**config.mk**
```make
export PLATFORM = sky130hd
export DESIGN_NAME = cbt_bit_timer
export DESIGN_NICKNAME = d
export VERILOG_FILES = /design/src/rtl/cbt_pkg.sv /design/src/rtl/cbt_edge_det.sv /design/src/rtl/cbt_cfg_clamp.sv /design/src/rtl/cbt_seg_seq.sv /design/src/rtl/cbt_bit_timer.sv
export SDC_FILE = /design/constraint.sdc
export NUM_CORES = 1
export LEC_CHECK = 0
export BUFFER_PORTS_ARGS = -buffer_cell sky130_fd_sc_hd__buf_2
export CAP_MARGIN = 25
export CORE_MARGIN = 2
export CORE_UTILIZATION = 60
export CTS_BUF_LIST = sky130_fd_sc_hd__clkbuf_8
export CTS_CLUSTER_DIAMETER = 100
export CTS_CLUSTER_SIZE = 28
export DETAILED_ROUTE_END_ITERATION = 12
export GPL_TIMING_DRIVEN = 0
export PLACE_DENSITY = 0.84
export SYNTH_ARGS = -nofsm -noshare
export SYNTH_HDL_FRONTEND = slang
export SYNTH_SLANG_ARGS = --single-unit
```
**constraint.sdc**
```tcl
create_clock -name clk_i -period 30.5 [get_ports clk_i]
set_input_delay 9.15 -clock clk_i [delete_from_list [all_inputs] [get_ports clk_i]]
set_output_delay 9.15 -clock clk_i [all_outputs]
set_load 0.02 [all_outputs]
```
**src/rtl/cbt_pkg.sv**
```systemverilog
package cbt_pkg;

    // Fixed processing time after the sample point, in quanta
    localparam int unsigned IPT_TQ = 2;

    // Segment currently being counted
    typedef enum logic [2:0] {
        SEG_IDLE = 3'd0,
        SEG_SYNC = 3'd1,
        SEG_PROP = 3'd2,
        SEG_PH1  = 3'd3,
        SEG_PH2  = 3'd4
    } seg_e;

    // Synchronization decision taken on one tick
    typedef struct packed {
        logic hard;     // restart bit from this tick
        logic late;     // stretch first phase segment
        logic early;    // trim second phase segment
        logic end_now;  // early trim closes the bit on this tick
    } sync_act_t;

endpackage

```
**src/rtl/cbt_edge_det.sv**
```systemverilog
module cbt_edge_det (
    input  logic clk_i,
    input  logic rst_i,
    input  logic tq_en_i,
    input  logic bus_i,
    output logic fall_o
);

    // Bus level seen on the previous tick; recessive out of reset
    logic prev_q;

    always_ff @(posedge clk_i) begin
        if (rst_i) begin
            prev_q <= 1'b1;
        end else if (tq_en_i) begin
            prev_q <= bus_i;
        end
    end

    assign fall_o = tq_en_i & prev_q & ~bus_i;

endmodule

```
**src/rtl/cbt_cfg_clamp.sv**
```systemverilog
module cbt_cfg_clamp
    import cbt_pkg::*;
#(
    parameter int unsigned SEG_W = 4,
    parameter int unsigned CNT_W = SEG_W + 2
) (
    input  logic [SEG_W-1:0] prop_i,
    input  logic [SEG_W-1:0] ph1_i,
    input  logic [SEG_W-1:0] ph2_i,
    input  logic [SEG_W-1:0] sjw_i,
    output logic [CNT_W-1:0] prop_o,
    output logic [CNT_W-1:0] ph1_o,
    output logic [CNT_W-1:0] ph2_o,
    output logic [CNT_W-1:0] sjw_o
);

    localparam logic [CNT_W-1:0] ONE_L = CNT_W'(1);
    localparam logic [CNT_W-1:0] IPT_L = CNT_W'(IPT_TQ);

    logic [CNT_W-1:0] ph2_wide;
    logic [CNT_W-1:0] sjw_wide;
    logic [CNT_W-1:0] ph2_fix;

    always_comb begin
        ph2_wide = CNT_W'(ph2_i);
        sjw_wide = CNT_W'(sjw_i);
        prop_o   = (prop_i == '0) ? ONE_L : CNT_W'(prop_i);
        ph1_o    = (ph1_i == '0) ? ONE_L : CNT_W'(ph1_i);
        ph2_fix  = (ph2_wide < IPT_L) ? IPT_L : ph2_wide;
        ph2_o    = ph2_fix;
        sjw_o    = (sjw_wide > ph2_fix) ? ph2_fix : sjw_wide;
    end

endmodule

```
**src/rtl/cbt_seg_seq.sv**
```systemverilog
module cbt_seg_seq
    import cbt_pkg::*;
#(
    parameter int unsigned CNT_W = 6
) (
    input  logic             clk_i,
    input  logic             rst_i,
    input  logic             tq_en_i,
    input  logic             fall_i,
    input  logic             idle_i,
    input  logic [CNT_W-1:0] prop_len_i,
    input  logic [CNT_W-1:0] ph1_len_i,
    input  logic [CNT_W-1:0] ph2_len_i,
    input  logic [CNT_W-1:0] sjw_i,
    output logic             sample_o,
    output logic             bound_o,
    output seg_e             seg_o
);

    localparam logic [CNT_W-1:0] ONE_L = CNT_W'(1);
    localparam logic [CNT_W-1:0] IPT_L = CNT_W'(IPT_TQ);

    // Registered position inside the bit
    seg_e             seg_q, seg_n;
    logic [CNT_W-1:0] cnt_q, cnt_n;
    logic [CNT_W-1:0] ext_q, ext_n;     // stretch applied to phase segment 1
    logic [CNT_W-1:0] lim_q, lim_n;     // effective phase segment 2 length
    logic             synced_q, synced_n;

    // Free-running advance, before any synchronization
    seg_e             nseg;
    logic [CNT_W-1:0] ncnt;
    logic [CNT_W-1:0] seg_len;
    logic             last;

    // Phase error evaluation
    logic [CNT_W-1:0] err;
    logic [CNT_W-1:0] corr;
    logic [CNT_W-1:0] lim_short;
    logic [CNT_W-1:0] lim_new;
    logic             resync_ok;
    sync_act_t        act;

    // Length of the segment being counted
    always_comb begin
        unique case (seg_q)
            SEG_PROP: seg_len = prop_len_i;
            SEG_PH1:  seg_len = ph1_len_i + ext_q;
            SEG_PH2:  seg_len = lim_q;
            default:  seg_len = ONE_L;
        endcase
        last = ((cnt_q + ONE_L) == seg_len);
    end

    // Position the next tick would reach with no correction
    always_comb begin
        nseg = seg_q;
        ncnt = cnt_q + ONE_L;
        if (seg_q == SEG_IDLE) begin
            ncnt = '0;
        end else if (last) begin
            ncnt = '0;
            unique case (seg_q)
                SEG_SYNC: nseg = SEG_PROP;
                SEG_PROP: nseg = SEG_PH1;
                SEG_PH1:  nseg = SEG_PH2;
                SEG_PH2:  nseg = SEG_SYNC;
                default:  nseg = SEG_IDLE;
            endcase
        end
    end

    // Classify the edge, size the correction
    always_comb begin
        resync_ok = tq_en_i & fall_i & ~idle_i & ~synced_q & (seg_q != SEG_IDLE);

        act.hard  = tq_en_i & fall_i & idle_i & ~synced_q;
        act.late  = resync_ok & ((nseg == SEG_PROP) | (nseg == SEG_PH1));
        act.early = resync_ok & (nseg == SEG_PH2);

        unique case (nseg)
            SEG_PROP: err = ncnt + ONE_L;
            SEG_PH1:  err = prop_len_i + ncnt + ONE_L;
            SEG_PH2:  err = lim_q - ncnt;
            default:  err = '0;
        endcase

        corr        = (err > sjw_i) ? sjw_i : err;
        lim_short   = lim_q - corr;
        lim_new     = (lim_short < IPT_L) ? IPT_L : lim_short;
        act.end_now = act.early & (lim_new == ncnt);
    end

    // Strobes, gated by the tick and masked on a hard restart
    assign sample_o = tq_en_i & ~act.hard & (seg_q == SEG_PH1) & last;
    assign bound_o  = tq_en_i & ~act.hard &
                      (((seg_q == SEG_PH2) & last) | act.end_now);
    assign seg_o    = seg_q;

    // State update
    always_comb begin
        seg_n    = seg_q;
        cnt_n    = cnt_q;
        ext_n    = ext_q;
        lim_n    = lim_q;
        synced_n = synced_q;
        if (tq_en_i) begin
            if (act.hard) begin
                seg_n    = SEG_SYNC;
                cnt_n    = '0;
                ext_n    = '0;
                lim_n    = ph2_len_i;
                synced_n = 1'b1;
            end else if (act.end_now || ((seg_q != SEG_IDLE) && (nseg == SEG_SYNC))) begin
                seg_n    = SEG_SYNC;
                cnt_n    = '0;
                ext_n    = '0;
                lim_n    = ph2_len_i;
                synced_n = 1'b0;
            end else begin
                seg_n = nseg;
                cnt_n = ncnt;
                if (act.late) begin
                    ext_n    = corr;
                    synced_n = 1'b1;
                end
                if (act.early) begin
                    lim_n    = lim_new;
                    synced_n = 1'b1;
                end
            end
        end
    end

    always_ff @(posedge clk_i) begin
        if (rst_i) begin
            seg_q    <= SEG_IDLE;
            cnt_q    <= '0;
            ext_q    <= '0;
            lim_q    <= IPT_L;
            synced_q <= 1'b0;
        end else begin
            seg_q    <= seg_n;
            cnt_q    <= cnt_n;
            ext_q    <= ext_n;
            lim_q    <= lim_n;
            synced_q <= synced_n;
        end
    end

endmodule

```
**src/rtl/cbt_bit_timer.sv**
```systemverilog
module cbt_bit_timer
    import cbt_pkg::*;
#(
    parameter int unsigned SEG_W = 4
) (
    input  logic             clk_i,
    input  logic             rst_i,
    input  logic             tq_en_i,
    input  logic             bus_i,
    input  logic             bus_idle_i,
    input  logic [SEG_W-1:0] prop_seg_i,
    input  logic [SEG_W-1:0] ph1_seg_i,
    input  logic [SEG_W-1:0] ph2_seg_i,
    input  logic [SEG_W-1:0] sjw_i,
    output logic             sample_o,
    output logic             bit_o,
    output logic             bound_o
);

    // Room for a stretched phase segment and the phase error sum
    localparam int unsigned CNT_W = SEG_W + 2;

    logic             fall;
    logic [CNT_W-1:0] prop_len, ph1_len, ph2_len, sjw_len;
    logic             sample_s;
    logic             bit_q;
    seg_e             seg_now;

    cbt_edge_det u_edge (
        .clk_i   (clk_i),
        .rst_i   (rst_i),
        .tq_en_i (tq_en_i),
        .bus_i   (bus_i),
        .fall_o  (fall)
    );

    cbt_cfg_clamp #(
        .SEG_W (SEG_W),
        .CNT_W (CNT_W)
    ) u_clamp (
        .prop_i (prop_seg_i),
        .ph1_i  (ph1_seg_i),
        .ph2_i  (ph2_seg_i),
        .sjw_i  (sjw_i),
        .prop_o (prop_len),
        .ph1_o  (ph1_len),
        .ph2_o  (ph2_len),
        .sjw_o  (sjw_len)
    );

    cbt_seg_seq #(
        .CNT_W (CNT_W)
    ) u_seq (
        .clk_i      (clk_i),
        .rst_i      (rst_i),
        .tq_en_i    (tq_en_i),
        .fall_i     (fall),
        .idle_i     (bus_idle_i),
        .prop_len_i (prop_len),
        .ph1_len_i  (ph1_len),
        .ph2_len_i  (ph2_len),
        .sjw_i      (sjw_len),
        .sample_o   (sample_s),
        .bound_o    (bound_o),
        .seg_o      (seg_now)
    );

    // Captured bit, recessive out of reset
    always_ff @(posedge clk_i) begin
        if (rst_i) begin
            bit_q <= 1'b1;
        end else if (sample_s) begin
            bit_q <= bus_i;
        end
    end

    assign sample_o = sample_s;
    assign bit_o    = bit_q;

endmodule

```
* Word-level counts from Yosys, hierarchy flattened
Cells that the tools add are included.
** Operators by class
- Magnitude comparators :: 4
- Add/subtract/negate cells :: 7
- Eq/ne operators :: 10
- Reduce and logical (&&, ||, !) cells :: 12
- Bitwise operators :: 22
- Muxes and demuxes :: 27
** Operators with widths (number)
- $mux W6 :: 13
- $pmux W6 S3 :: 2
- $add A6 B1 Y6 const B :: 3
- $and A1 B1 Y1 :: 16
- $add A4 B6 Y6 :: 2
- $eq A3 B2 Y1 const B :: 4
- $eq A6 B6 Y1 :: 2
- $mux W3 :: 4
- $mux W4 :: 3
- $pmux W3 S4 :: 1
- $sub A6 B6 Y6 :: 2
- $reduce_bool A3 Y1 :: 3
- $logic_not A4 Y1 :: 2
- $eq A3 B1 Y1 const B :: 2
- $eq A3 B3 Y1 const B :: 2
- $gt A4 B6 Y1 :: 1
- $gt A6 B6 Y1 :: 1
- $lt A6 B2 Y1 const B :: 1
- $reduce_and A2 Y1 :: 3
- $lt A4 B2 Y1 const B :: 1
- $mux W1 :: 4
- $not A1 Y1 :: 4
- $reduce_bool A4 Y1 :: 1
- $logic_not A3 Y1 :: 1
- 3 further kinds :: 4
** Storage, ports and cells
- Register bits :: 24
- Word-level logic and storage cells :: 89
- Output and inout port bits :: 3

* Longest topological paths before layout
Gate-level depths: netlist of run 1.
- Word-level depth :: 20
- Depth in mapped cells :: 43
- Depth with buffers taken out :: 42

* By module
A second synthesis of run 1 with hierarchy kept.
** Second synthesis, totals
- Cell total of the unflattened synthesis :: 493
- Area total of the unflattened synthesis :: 3733.6 um^2
** By module, submodules not included
- cbt_seg_seq :: instances 1, sequential area each 440.4 um^2, area an instance 3339.5 um^2, cells each 446
- cbt_cfg_clamp :: instances 1, sequential area each 0.0 um^2, area an instance 314.1 um^2, cells each 40
- cbt_edge_det :: instances 1, sequential area each 20.0 um^2, area an instance 45.0 um^2, cells each 4
- cbt_bit_timer :: instances 1, sequential area each 20.0 um^2, area an instance 35.0 um^2, cells each 3

* Least setup slack after synthesis of run 1
OpenSTA, ideal clock, no wires.
- Path type :: input port to output port
- Start :: input port ph1_seg_i[1]
- End :: output port bound_o
- Slack :: 4.574 ns
- Stages on the path :: 37
- Arrival time :: 16.776 ns
- Path buffers :: 0
- Cell sequence :: nor3_1 or2_2 ha_1 inv_1 fa_1 and4bb_2 a311oi_1 xnor2_1 a2111oi_4 nand3_2 o21ai_0 nor2_1 inv_1 ha_1 fa_1 or4_1 o31ai_1 a221o_1 ha_1 nor2b_1 o21ai_0 nand2b_1 a21oi_1 a41oi_1 a21oi_1 o311ai_4 o21ai_0 ha_1 o21ai_0 a21oi_1 o311ai_0 nor4b_1 a311o_1 nand4b_1 o211ai_1 nand2_2 a21oi_1
** Between the ends
- Longest elaborated chain between the ends :: 19
- Elaborated cells on any way between the ends :: 28
- Classes of those cells :: add/sub (6); order compare (2); eq/ne (5); mux (9); bitwise (5); reduce/logical (1)
** Ends and longest elaborated chain
- start: declaration :: line cbt_bit_timer.sv:12 : input logic [SEG_W-1:0] ph1_seg_i,
- $logic_not A4 Y1 :: line cbt_cfg_clamp.sv:28 : ph1_o = (ph1_i == '0) ? ONE_L : CNT_W'(ph1_i);
- $mux W4 (*) :: line cbt_cfg_clamp.sv:28
- $add A4 B6 Y6 (*) :: line cbt_seg_seq.sv:48 : SEG_PH1: seg_len = ph1_len_i + ext_q;
- $pmux W6 S3 (*) :: line cbt_seg_seq.sv:46 : unique case (seg_q)
- $eq A6 B6 Y1 (*) :: line cbt_seg_seq.sv:52 : last = ((cnt_q + ONE_L) == seg_len);
- $mux W6 :: line cbt_seg_seq.sv:61 : end else if (last) begin
- $mux W6 :: line cbt_seg_seq.sv:59 : if (seg_q == SEG_IDLE) begin
- $add A4 B6 Y6 :: line cbt_seg_seq.sv:83 : SEG_PH1: err = prop_len_i + ncnt + ONE_L;
- (+3 left out)
- $mux W6 :: line cbt_seg_seq.sv:88 : corr = (err > sjw_i) ? sjw_i : err;
- $sub A6 B6 Y6 :: line cbt_seg_seq.sv:89 : lim_short = lim_q - corr;
- $lt A6 B2 Y1 :: line cbt_seg_seq.sv:90 : lim_new = (lim_short < IPT_L) ? IPT_L : lim_short;
- $mux W6 :: line cbt_seg_seq.sv:90
- $eq A6 B6 Y1 :: line cbt_seg_seq.sv:91 : act.end_now = act.early & (lim_new == ncnt);
- $and A1 B1 Y1 :: line cbt_seg_seq.sv:91
- $or A1 B1 Y1 (*) :: line cbt_seg_seq.sv:97 : (((seg_q == SEG_PH2) & last) | act.end_now);
- $and A1 B1 Y1 (*) :: line cbt_seg_seq.sv:96 : assign bound_o = tq_en_i & ~act.hard &
- end: declaration :: line cbt_bit_timer.sv:17 : output logic bound_o
Mark *: on every way between the ends. The rest lies on a longest branch, timed or not.

* Final worst setup path of run 1
Ends and elaborated chain as after synthesis.

==> impl_metrics.ini, run 1 <==
[clock_tree]
worstSkewPairLatency_ns = 0.28
holdBufCountCts = 0
cts-root-buf = clkbuf_8
ctsHtreeMaxLevel = 1
clkSlewWorstSetupHoldPaths_ns = 0.10
cts_buffers = 3
ctsLongestPathBuffers = 2
cts.sinks = 24
tritoncts = yes
cts_setup_buffers = 0
cts_resized = 0

[routing]
drc = 0
wl_mm = 9.28
ant_nets = 0
drtPass1Iterations = 5
drt-initial-drc-count = 269
wl_per_cell_um = 18.1
vias_per_cell = 6.48
vias = 3326

[logic_synthesis]
ys_seq_elements = 24
synth.top_cell.area_share_pct = 14.9
synth_nets = 470
synth-seq-area-share_pct = 14.9
syn_avg_cell_area_um2 = 7.78
ys_top_cells_by_count = nor2_1 (37), nand2_1 (32), ha_1 (30), a21oi_1 (28), inv_1 (27)
synth-main-ff-cell = dfxtp_1
synth.area.top_cells = dfxtp_1 (15%), ha_1 (12%), a21oi_1 (4.3%), xnor2_1 (4.3%), nor2_1 (4.3%)
syn_area_um2 = 3230
synth-edff-count = 0
yosysWarningCount = 0
yosysTopAreaCell = dfxtp_1
async_reset_ff_share_pct = 0
yosysMostFrequentCell = nor2_1
syn_inst = 415
synth.distinct_cells = 80

[timing]
period_share_pct = 89.4
min_period_ns = 27.27
relSlewSlack_pct = 47.1
skew_ns = 0.00238
worst_pin_slew_ns = 0.788
report.final.hold_viol_count = 0
rsz0062_at_grt = no
setup_viol = 0
slew_viol_final = 0
fmax_mhz = 36.7
finalSetupTns_ns = 0

[global_routing]
antenna_found_initial = 0
grt_pass1_wl_mm = 15.2
grt_remaining_overflow = 0
grt_use_total_pct = 31.6
grt_pass1_vias = 3201
grt_max_degree = 15

[pwr]
p_leak_nw = 1.43
combPwrFrac_pct = 46.6
ir_worst_vdd_mv = 0.0217
finalPower_uw = 119
p_clk_share_pct = 25.3
p_switching_uw = 47.0
p_sw_share_pct = 39.5
seqPwrFrac_pct = 28.1
p_per_area_nw_per_um2 = 33.9
internal_power_uw = 71.8

[layout]
area_delta_synth_final_pct = 8.64
layout-drive-gt1-share_pct = 15.1
n_antenna_cell = 0
final_nets = 499

[worst_setup_path]
end_kind = output pin
crit_type = input pin to output pin
worst-path-max-fanout = 10
arrival_ns = 18.12
slowest_delay_ns = 0.69
required_ns = 21.35
start_kind = input pin
slowest_stage = xnor2_1

[floorplanning]
ios = 24
dieHeight_um = 77.4
fp.coreArea_um2 = 5140
rows = 26
dieArea_um2 = 5990
die_w_um = 77.4
initial_core_util_pct = 62.8

[placed_design]
hpwl_mm = 7.38
io_buffer_count = 23
gp_congestion = 0.949

[job]
cap_violations = 0

[run_status]
status = finished, final reports clean

[min_path]
min_path_type = flip-flop to flip-flop
through the flow:
stage / hold slack [ns] / setup slack [ns] / area [um^2] / std cells / utilization [%]
after floorplan: 0.423 / 4.57 / 3230 / 415 / -
after global placement: 0.438 / 3.19 / 3430 / 508 / 66.8
after CTS: 0.453 / 2.97 / 3500 / 512 / 68.2
final: 0.456 / 3.23 / 3510 / 513 / 68.3
after global routing: 0.479 / 2.60 / 3510 / 513 / 68.3
after detailed placement: 0.437 / 2.99 / 3430 / 508 / 66.8
flip-flops by register name, summed over array words and instances, names as in the netlist:
register,flops
bit_o,1
u_edge.prev_q,1
u_seq.cnt_q,6
u_seq.ext_q,6
u_seq.lim_q,6
u_seq.seg_o,3
u_seq.synced_q,1
final timing paths:
path	depth (start not counted)	from	slack, ns	end
setup / recovery	38	ph1_seg_i[1]	3.23	bound_o
hold / removal	2	u_seq.ext_q[4]$_SDFFE_PP0P_	0.46	u_seq.ext_q[4]$_SDFFE_PP0P_
setup reg to reg	36	u_seq.ext_q[2]$_SDFFE_PP0P_	21.00	u_seq.cnt_q[4]$_SDFFE_PP0P_
hold reg to reg	2	u_seq.ext_q[4]$_SDFFE_PP0P_	0.46	u_seq.ext_q[4]$_SDFFE_PP0P_
kinds of logic after synthesis:
group	share of synthesized area (%)
adders and majority gates	14.1
other	0.116
and+or+nand+nor	25.4
muxes	4.18
buffers and inverters	6.39
AOI/OAI and AO/OA	28.2
xor gates and xnor gates	6.78
DFF	14.9
power by group through the flow:
stage	registers (mW)	clock network (mW)	logic (mW)
2_1_floorplan	0.0335	0	0.0407
5_1_grt	0.0335	0.0305	0.0609
6_report	0.0334	0.0300	0.0554
4_1_cts	0.0333	0.0298	0.0538
3_3_place_gp	0.0340	0	0.0514
3_5_place_dp	0.0340	0	0.0534
per-layer routing:
| metal | global-route usage [%] | part of all wire (%) |
|---|---|---|
| met5 | 0 | 0 |
| met4 | 13.2 | 3.5 |
| met3 | 4.88 | 7.9 |
| met2 | 52.8 | 47 |
| met1 | 40.7 | 42 |
critical path, delay by kind of cell:
kind | cells | cell delay (ns)
simple gates | 10 | 2.40
compound gates | 18 | 3.73
buf+inv | 4 | 0.64
xor+xnor | 1 | 0.69
fa+ha+maj | 5 | 1.51
cell type report:
type                       count  area [um^2]
buffer                        17          101
clock buffer                   3         41.3
clock inverter                 1         30.0
fill                         472         1630
inverter                      28          105
multi-input combinational    346         2540
sequential                    24          480
tap                           70         87.6
timing repair buffer          24          120
layout by cell type (no fill, tap or decap), types with 3 or more instances in the layout:
cell type,instances
xor2_1,9
a22o_2,5
clkbuf_8,3
nor4_1,4
nand2b_1,12
mux2i_1,9
clkbuf_1,11
dfxtp_1,24
mux2_2,4
nor2b_1,10
nand3_1,6
a211oi_1,7
buf_6,4
nand2_1,32
nor2_1,37
buf_2,23
or2_2,5
a21o_1,3
o211ai_1,6
fa_1,4
xnor2_1,16
a32oi_1,3
a311oi_1,5
nand3b_1,4
nor3_1,17
a21boi_0,4
a21oi_1,28
ha_1,30
a31oi_1,3
inv_1,27
and4bb_2,3
a22oi_1,3
o21ai_0,19
Note: power is estimated with default switching activity, not from simulation.
==> inputs of run 2 (changes only) <==
Settings changed: ABC_AREA set to 1.
==> impl_metrics.ini, run 2 <==
[run_status]
status = finished, final reports clean

[worst_setup_path]
worst-path-max-fanout = 8
required_ns = 21.35
cp_common_cell = nand2_1
slowest_stage = fa_1
start_kind = input pin
end_kind = output pin
r2r_cells = 45
rrSetupSlack_ns = 23.21
crit_type = input pin to output pin
slowest_delay_ns = 0.42
worstReg2RegEnd = u_seq.cnt_q[4]$_SDFFE_PP0P_
arrival_ns = 16.31
r2r-start = u_seq.ext_q[0]$_SDFFE_PP0P_

[pwr]
internal_power_uw = 171
ir_worst_vdd_mv = 0.129
p_sw_share_pct = 58.0
combPwrFrac_pct = 81.3
p_clk_share_pct = 7.1
p_leak_nw = 1.85
p_per_area_nw_per_um2 = 119
p_switching_uw = 236
seqPwrFrac_pct = 11.6

[logic_synthesis]
syn_inst = 522
synth-main-ff-cell = dfxtp_1
synth.top_cell.area_share_pct = 17.2
synthAdderAreaFrac_pct = 14.5
syn_avg_cell_area_um2 = 6.02
synth_mux_area_share_pct = 0
synth-edff-count = 0
synth-compound-area-share_pct = 10.1
yosysMostFrequentCell = nand2_1
synth-seq-area-share_pct = 15.3
synth.area.top_cells = nand2_1 (17%), dfxtp_1 (15%), ha_1 (12%), inv_1 (10%), nand3_1 (8.4%)
ys_top_cells_by_count = nand2_1 (144), inv_1 (86), nand3_1 (53), a21oi_1 (34), nor2_1 (31)
yosysTopAreaCell = nand2_1
synth_top_family_by_area = simple AND/OR/NAND/NOR gates
synth_nets = 577
synth-simple-area-share_pct = 44.3
async_reset_ff_share_pct = 0
synth.distinct_cells = 34
synth-xor-area-share_pct = 3.34
ys_seq_elements = 24
yosysWarningCount = 0
syn_area_um2 = 3140

[clock_tree]
ctsLongestPathBuffers = 2
cts_setup_buffers = 0
tritoncts = yes
cts.sinks = 24
cts_buffers = 3
holdBufCountCts = 0
cts_resized = 0
clkSlewWorstSetupHoldPaths_ns = 0.09
ctsHtreeMaxLevel = 1
worstSkewPairLatency_ns = 0.28
cts-root-buf = clkbuf_8

[timing]
slew_viol_final = 0
fmax_mhz = 39.3
relSlewSlack_pct = 63.4
rsz0062_at_grt = no
period_share_pct = 83.5
setup_viol = 0
min_period_ns = 25.46
worst_pin_slew_ns = 0.549
finalSetupTns_ns = 0
skew_ns = 0.00487
report.final.hold_viol_count = 0

[layout]
area_delta_synth_final_pct = 8.72
layout_common_cells = nand2_1 (144), inv_1 (86), nand3_1 (53)
fill_cells = 481
largestRegisters = u_seq.cnt_q: 6 flops, u_seq.ext_q: 6 flops, u_seq.lim_q: 6 flops
final_nets = 605
final_cell_area_um2 = 3420
n_antenna_cell = 0
layout-drive-gt1-share_pct = 13.1
final_common_cell = nand2_1

[floorplanning]
dieArea_um2 = 5830
rows = 26
fp.coreArea_um2 = 5070
ios = 24
die_w_um = 76.4
dieHeight_um = 76.4
initial_core_util_pct = 61.9

[global_routing]
antenna_found_initial = 0
grt_use_total_pct = 30.1
grt_pass1_vias = 3127
grt_pass1_wl_mm = 14.4
grt_remaining_overflow = 0
grt_max_degree = 15

[min_path]
worstHoldStart = u_seq.ext_q[5]$_SDFFE_PP0P_
worstHoldEndpoint = u_seq.ext_q[5]$_SDFFE_PP0P_
min_path_type = flip-flop to flip-flop
holdPathStages = 2

[routing]
drtPass1Iterations = 5
wl_per_cell_um = 14.0
wl_mm = 8.65
ant_nets = 0
vias = 3425
drt-initial-drc-count = 270
vias_per_cell = 5.53
drc = 0

[placed_design]
post_dp_cell_area_um2 = 3350
gp_congestion = 0.956
hpwl_mm = 7.14
io_buffer_count = 23

[job]
cap_violations = 0
## run 2: cell types whose count changed after synthesis, moves of 7 or more
cell,previous run,this run
a211oi_1,7,0
inv_1,27,86
mux2i_1,9,0
nand2_1,32,144
nand2_2,1,10
nand2b_1,12,0
nand3_1,6,53
nand4_1,1,16
nor2b_1,10,0
nor3_1,17,4
xnor2_1,16,4
## run 2: worst max path at each step
stage	end	slack [ns]	cells after the start	start
after floorplan	bound_o	6.19	44	ph1_seg_i[1]
final	bound_o	5.04	45	ph1_seg_i[1]
after global routing	bound_o	4.42	45	ph1_seg_i[1]
after detailed placement	bound_o	5.12	45	ph1_seg_i[1]
after global placement	bound_o	5.35	45	ph1_seg_i[1]
after CTS	bound_o	5.09	45	ph1_seg_i[1]
## run 2: layout make-up
class	count	area, um^2	share of cell area, %
Sequential cell	24	480	14.1
Tap cell	70	87.6	2.56
Clock buffer	3	41.3	1.21
Multi-Input combinational cell	397	2270	66.5
Inverter	91	343	10.0
Buffer	10	46.3	1.35
Timing Repair Buffer	23	115	3.37
Clock inverter	1	30.0	0.879
## run 2: worst max-delay path: cells and delay by family
family | cells | cell delay (ns)
buffers and inverters | 7 | 0.81
AND/OR/NAND/NOR | 25 | 3.17
adder cells (fa/ha/maj) | 7 | 2.04
AO/OA/AOI/OAI | 5 | 0.82
XOR/XNOR | 1 | 0.30
## run 2: through the flow
step / worst slack [ns] / power [mW] / cells / hold slack [ns] / util [%]
after floorplan: 6.19 / 0.304 / 522 / 0.428 / -
after global placement: 5.35 / 0.364 / 615 / 0.445 / 65.9
after detailed placement: 5.12 / 0.371 / 615 / 0.457 / 65.9
after CTS: 5.09 / 0.402 / 619 / 0.472 / 67.3
after global routing: 4.42 / 0.446 / 619 / 0.501 / 67.3
final: 5.04 / 0.407 / 619 / 0.471 / 67.3
## run 2: kinds of logic (layout without fill, tap and decap cells)
kind of cell / after synthesis / in the layout
buffers and inverters: 101 / 128
flip-flops: 24 / 24
XOR/XNOR: 12 / 12
AND/OR/NAND/NOR: 290 / 290
adder cells (fa/ha/maj): 34 / 34
AO/OA/AOI/OAI: 60 / 60
other: 1 / 1
## run 2: power by group through the flow
| stage | logic [mW] | clock network [mW] | registers [mW] |
|---|---|---|---|
| 2_1_floorplan | 0.260 | 0 | 0.0437 |
| 3_3_place_gp | 0.317 | 0 | 0.0474 |
| 4_1_cts | 0.326 | 0.0291 | 0.0470 |
| 5_1_grt | 0.368 | 0.0299 | 0.0480 |
| 6_report | 0.331 | 0.0288 | 0.0474 |
| 3_5_place_dp | 0.323 | 0 | 0.0475 |
## run 2: routing by layer
layer  up-vias  routed length, um  track usage, %
li1       1722                  -               -
met1      1536               3590            37.3
met2       144               4130            53.5
met3        23                686            5.09
met4         0                234            8.73
met5         -                  0               0
==> inputs of run 3 (changes only) <==
Settings changed: CORE_UTILIZATION 60 to 57, PLACE_DENSITY 0.84 to 0.83.
Clock period 30.5 ns to 22.6 ns, I/O delays scaled along.
==> impl_metrics.ini, run 3 (same netlist as run 2, synthesis figures left out) <==
[global_routing]
antenna_found_initial = 0
grt_remaining_overflow = 0
grt_pass1_vias = 3191
grt_pass1_wl_mm = 14.3
grt_use_total_pct = 28.9
grt_max_degree = 15

[pwr]
seqPwrFrac_pct = 11.7
p_sw_share_pct = 57.6
p_switching_uw = 313
internal_power_uw = 231
ir_worst_vdd_mv = 0.130
finalPower_uw = 544
combPwrFrac_pct = 81.2
p_clk_share_pct = 7.1
p_per_area_nw_per_um2 = 159
p_leak_nw = 1.85

[layout]
layout_common_cells = nand2_1 (144), inv_1 (86), nand3_1 (53)
largestRegisters = u_seq.cnt_q: 6 flops, u_seq.ext_q: 6 flops, u_seq.lim_q: 6 flops
n_antenna_cell = 0
final_nets = 605
layout-drive-gt1-share_pct = 13.1
area_delta_synth_final_pct = 8.80
fin_cells = 621
final_common_cell = nand2_1

[clock_tree]
clkSlewWorstSetupHoldPaths_ns = 0.09
worstSkewPairLatency_ns = 0.27
cts_resized = 0
cts_setup_buffers = 0
holdBufCountCts = 0
cts-root-buf = clkbuf_8
ctsLongestPathBuffers = 2
tritoncts = yes
cts_buffers = 3
ctsHtreeMaxLevel = 1
cts.sinks = 24

[placed_design]
io_buffer_count = 23
dp_cells = 617
gp_congestion = 0.973
hpwl_mm = 7.17

[worst_setup_path]
crit_type = input pin to output pin
required_ns = 15.82
end_kind = output pin
start_kind = input pin
slowest_stage = fa_1
arrival_ns = 13.92
slowest_delay_ns = 0.40
cp_common_cell = nand2_1
worst-path-max-fanout = 8

[job]
cap_violations = 0

[routing]
vias_per_cell = 5.54
ant_nets = 0
drtPass1Iterations = 5
wl_met2_mm = 4.26
wl_per_cell_um = 13.7
top_layer_used = met4
wl_mm = 8.53
vias = 3439
wl_met3_um = 443
drt-met1-wl_mm = 3.65
drt-initial-drc-count = 282
drc = 0

[timing]
slew_viol_final = 0
setup_viol = 0
min_period_ns = 20.70
fmax_mhz = 48.3
relSlewSlack_pct = 64.1
report.final.hold_viol_count = 0
finalSetupTns_ns = 0
rsz0062_at_grt = no
period_share_pct = 91.6
worst_pin_slew_ns = 0.538
skew_ns = 0.00546

[floorplanning]
initial_core_util_pct = 58.1
fp.coreArea_um2 = 5410
ios = 24
rows = 27
die_w_um = 78.3
dieHeight_um = 78.3
dieArea_um2 = 6120

[run_status]
status = finished, final reports clean

[min_path]
min_path_type = flip-flop to flip-flop
[run 3: power by group through the flow]
stage / clock, mW / sequential (mW) / combinational, mW
2_1_floorplan: 0 / 0.0590 / 0.351
3_3_place_gp: 0 / 0.0638 / 0.423
3_5_place_dp: 0 / 0.0640 / 0.436
4_1_cts: 0.0387 / 0.0629 / 0.437
5_1_grt: 0.0399 / 0.0638 / 0.493
6_report: 0.0388 / 0.0634 / 0.442
[run 3: layout make-up]
| class | instances | area [um^2] |
|---|---|---|
| sequential | 24 | 480 |
| clock buffer | 3 | 41.3 |
| inverter | 91 | 343 |
| tap | 72 | 90.1 |
| timing repair buffer | 23 | 115 |
| fill | 528 | 1990 |
| multi-input combinational | 397 | 2270 |
| clock inverter | 1 | 30.0 |
| buffer | 10 | 46.3 |
[run 3: per-stage QoR]
stage	instance area [um^2]	hold slack, ns	utilization (%)	setup WS, ns
floorplan	3140	0.428	-	3.03
global placement	3350	0.440	61.9	2.15
detailed placement	3350	0.455	61.9	1.95
CTS	3420	0.477	63.3	1.92
global route	3420	0.494	63.3	1.23
finish	3420	0.481	63.3	1.90
[run 3: final timing paths]
check	start	end	slack, ns	cells after the start
worst max-delay path	ph1_seg_i[1]	bound_o	1.90	45
worst min-delay path	u_seq.ext_q[5]$_SDFFE_PP0P_	u_seq.ext_q[5]$_SDFFE_PP0P_	0.48	2
worst max register to register	u_seq.ext_q[0]$_SDFFE_PP0P_	u_seq.cnt_q[3]$_SDFFE_PP0P_	15.31	45
worst min register to register	u_seq.ext_q[5]$_SDFFE_PP0P_	u_seq.ext_q[5]$_SDFFE_PP0P_	0.48	2
[run 3: worst max-delay path, delay by kind of cell]
family / cells / cell delay, ns
AND/OR/NAND/NOR: 25 / 3.16
adder cells (fa/ha/maj): 7 / 1.98
buffers and inverters: 7 / 0.82
XOR/XNOR: 1 / 0.31
AO/OA/AOI/OAI: 5 / 0.85
[run 3: routing by layer]
layer | vias up | GRT usage (%)
li1 | 1735 | -
met1 | 1566 | 35.8
met2 | 121 | 52.9
met3 | 17 | 3.45
met4 | 0 | 7.37
met5 | - | 0
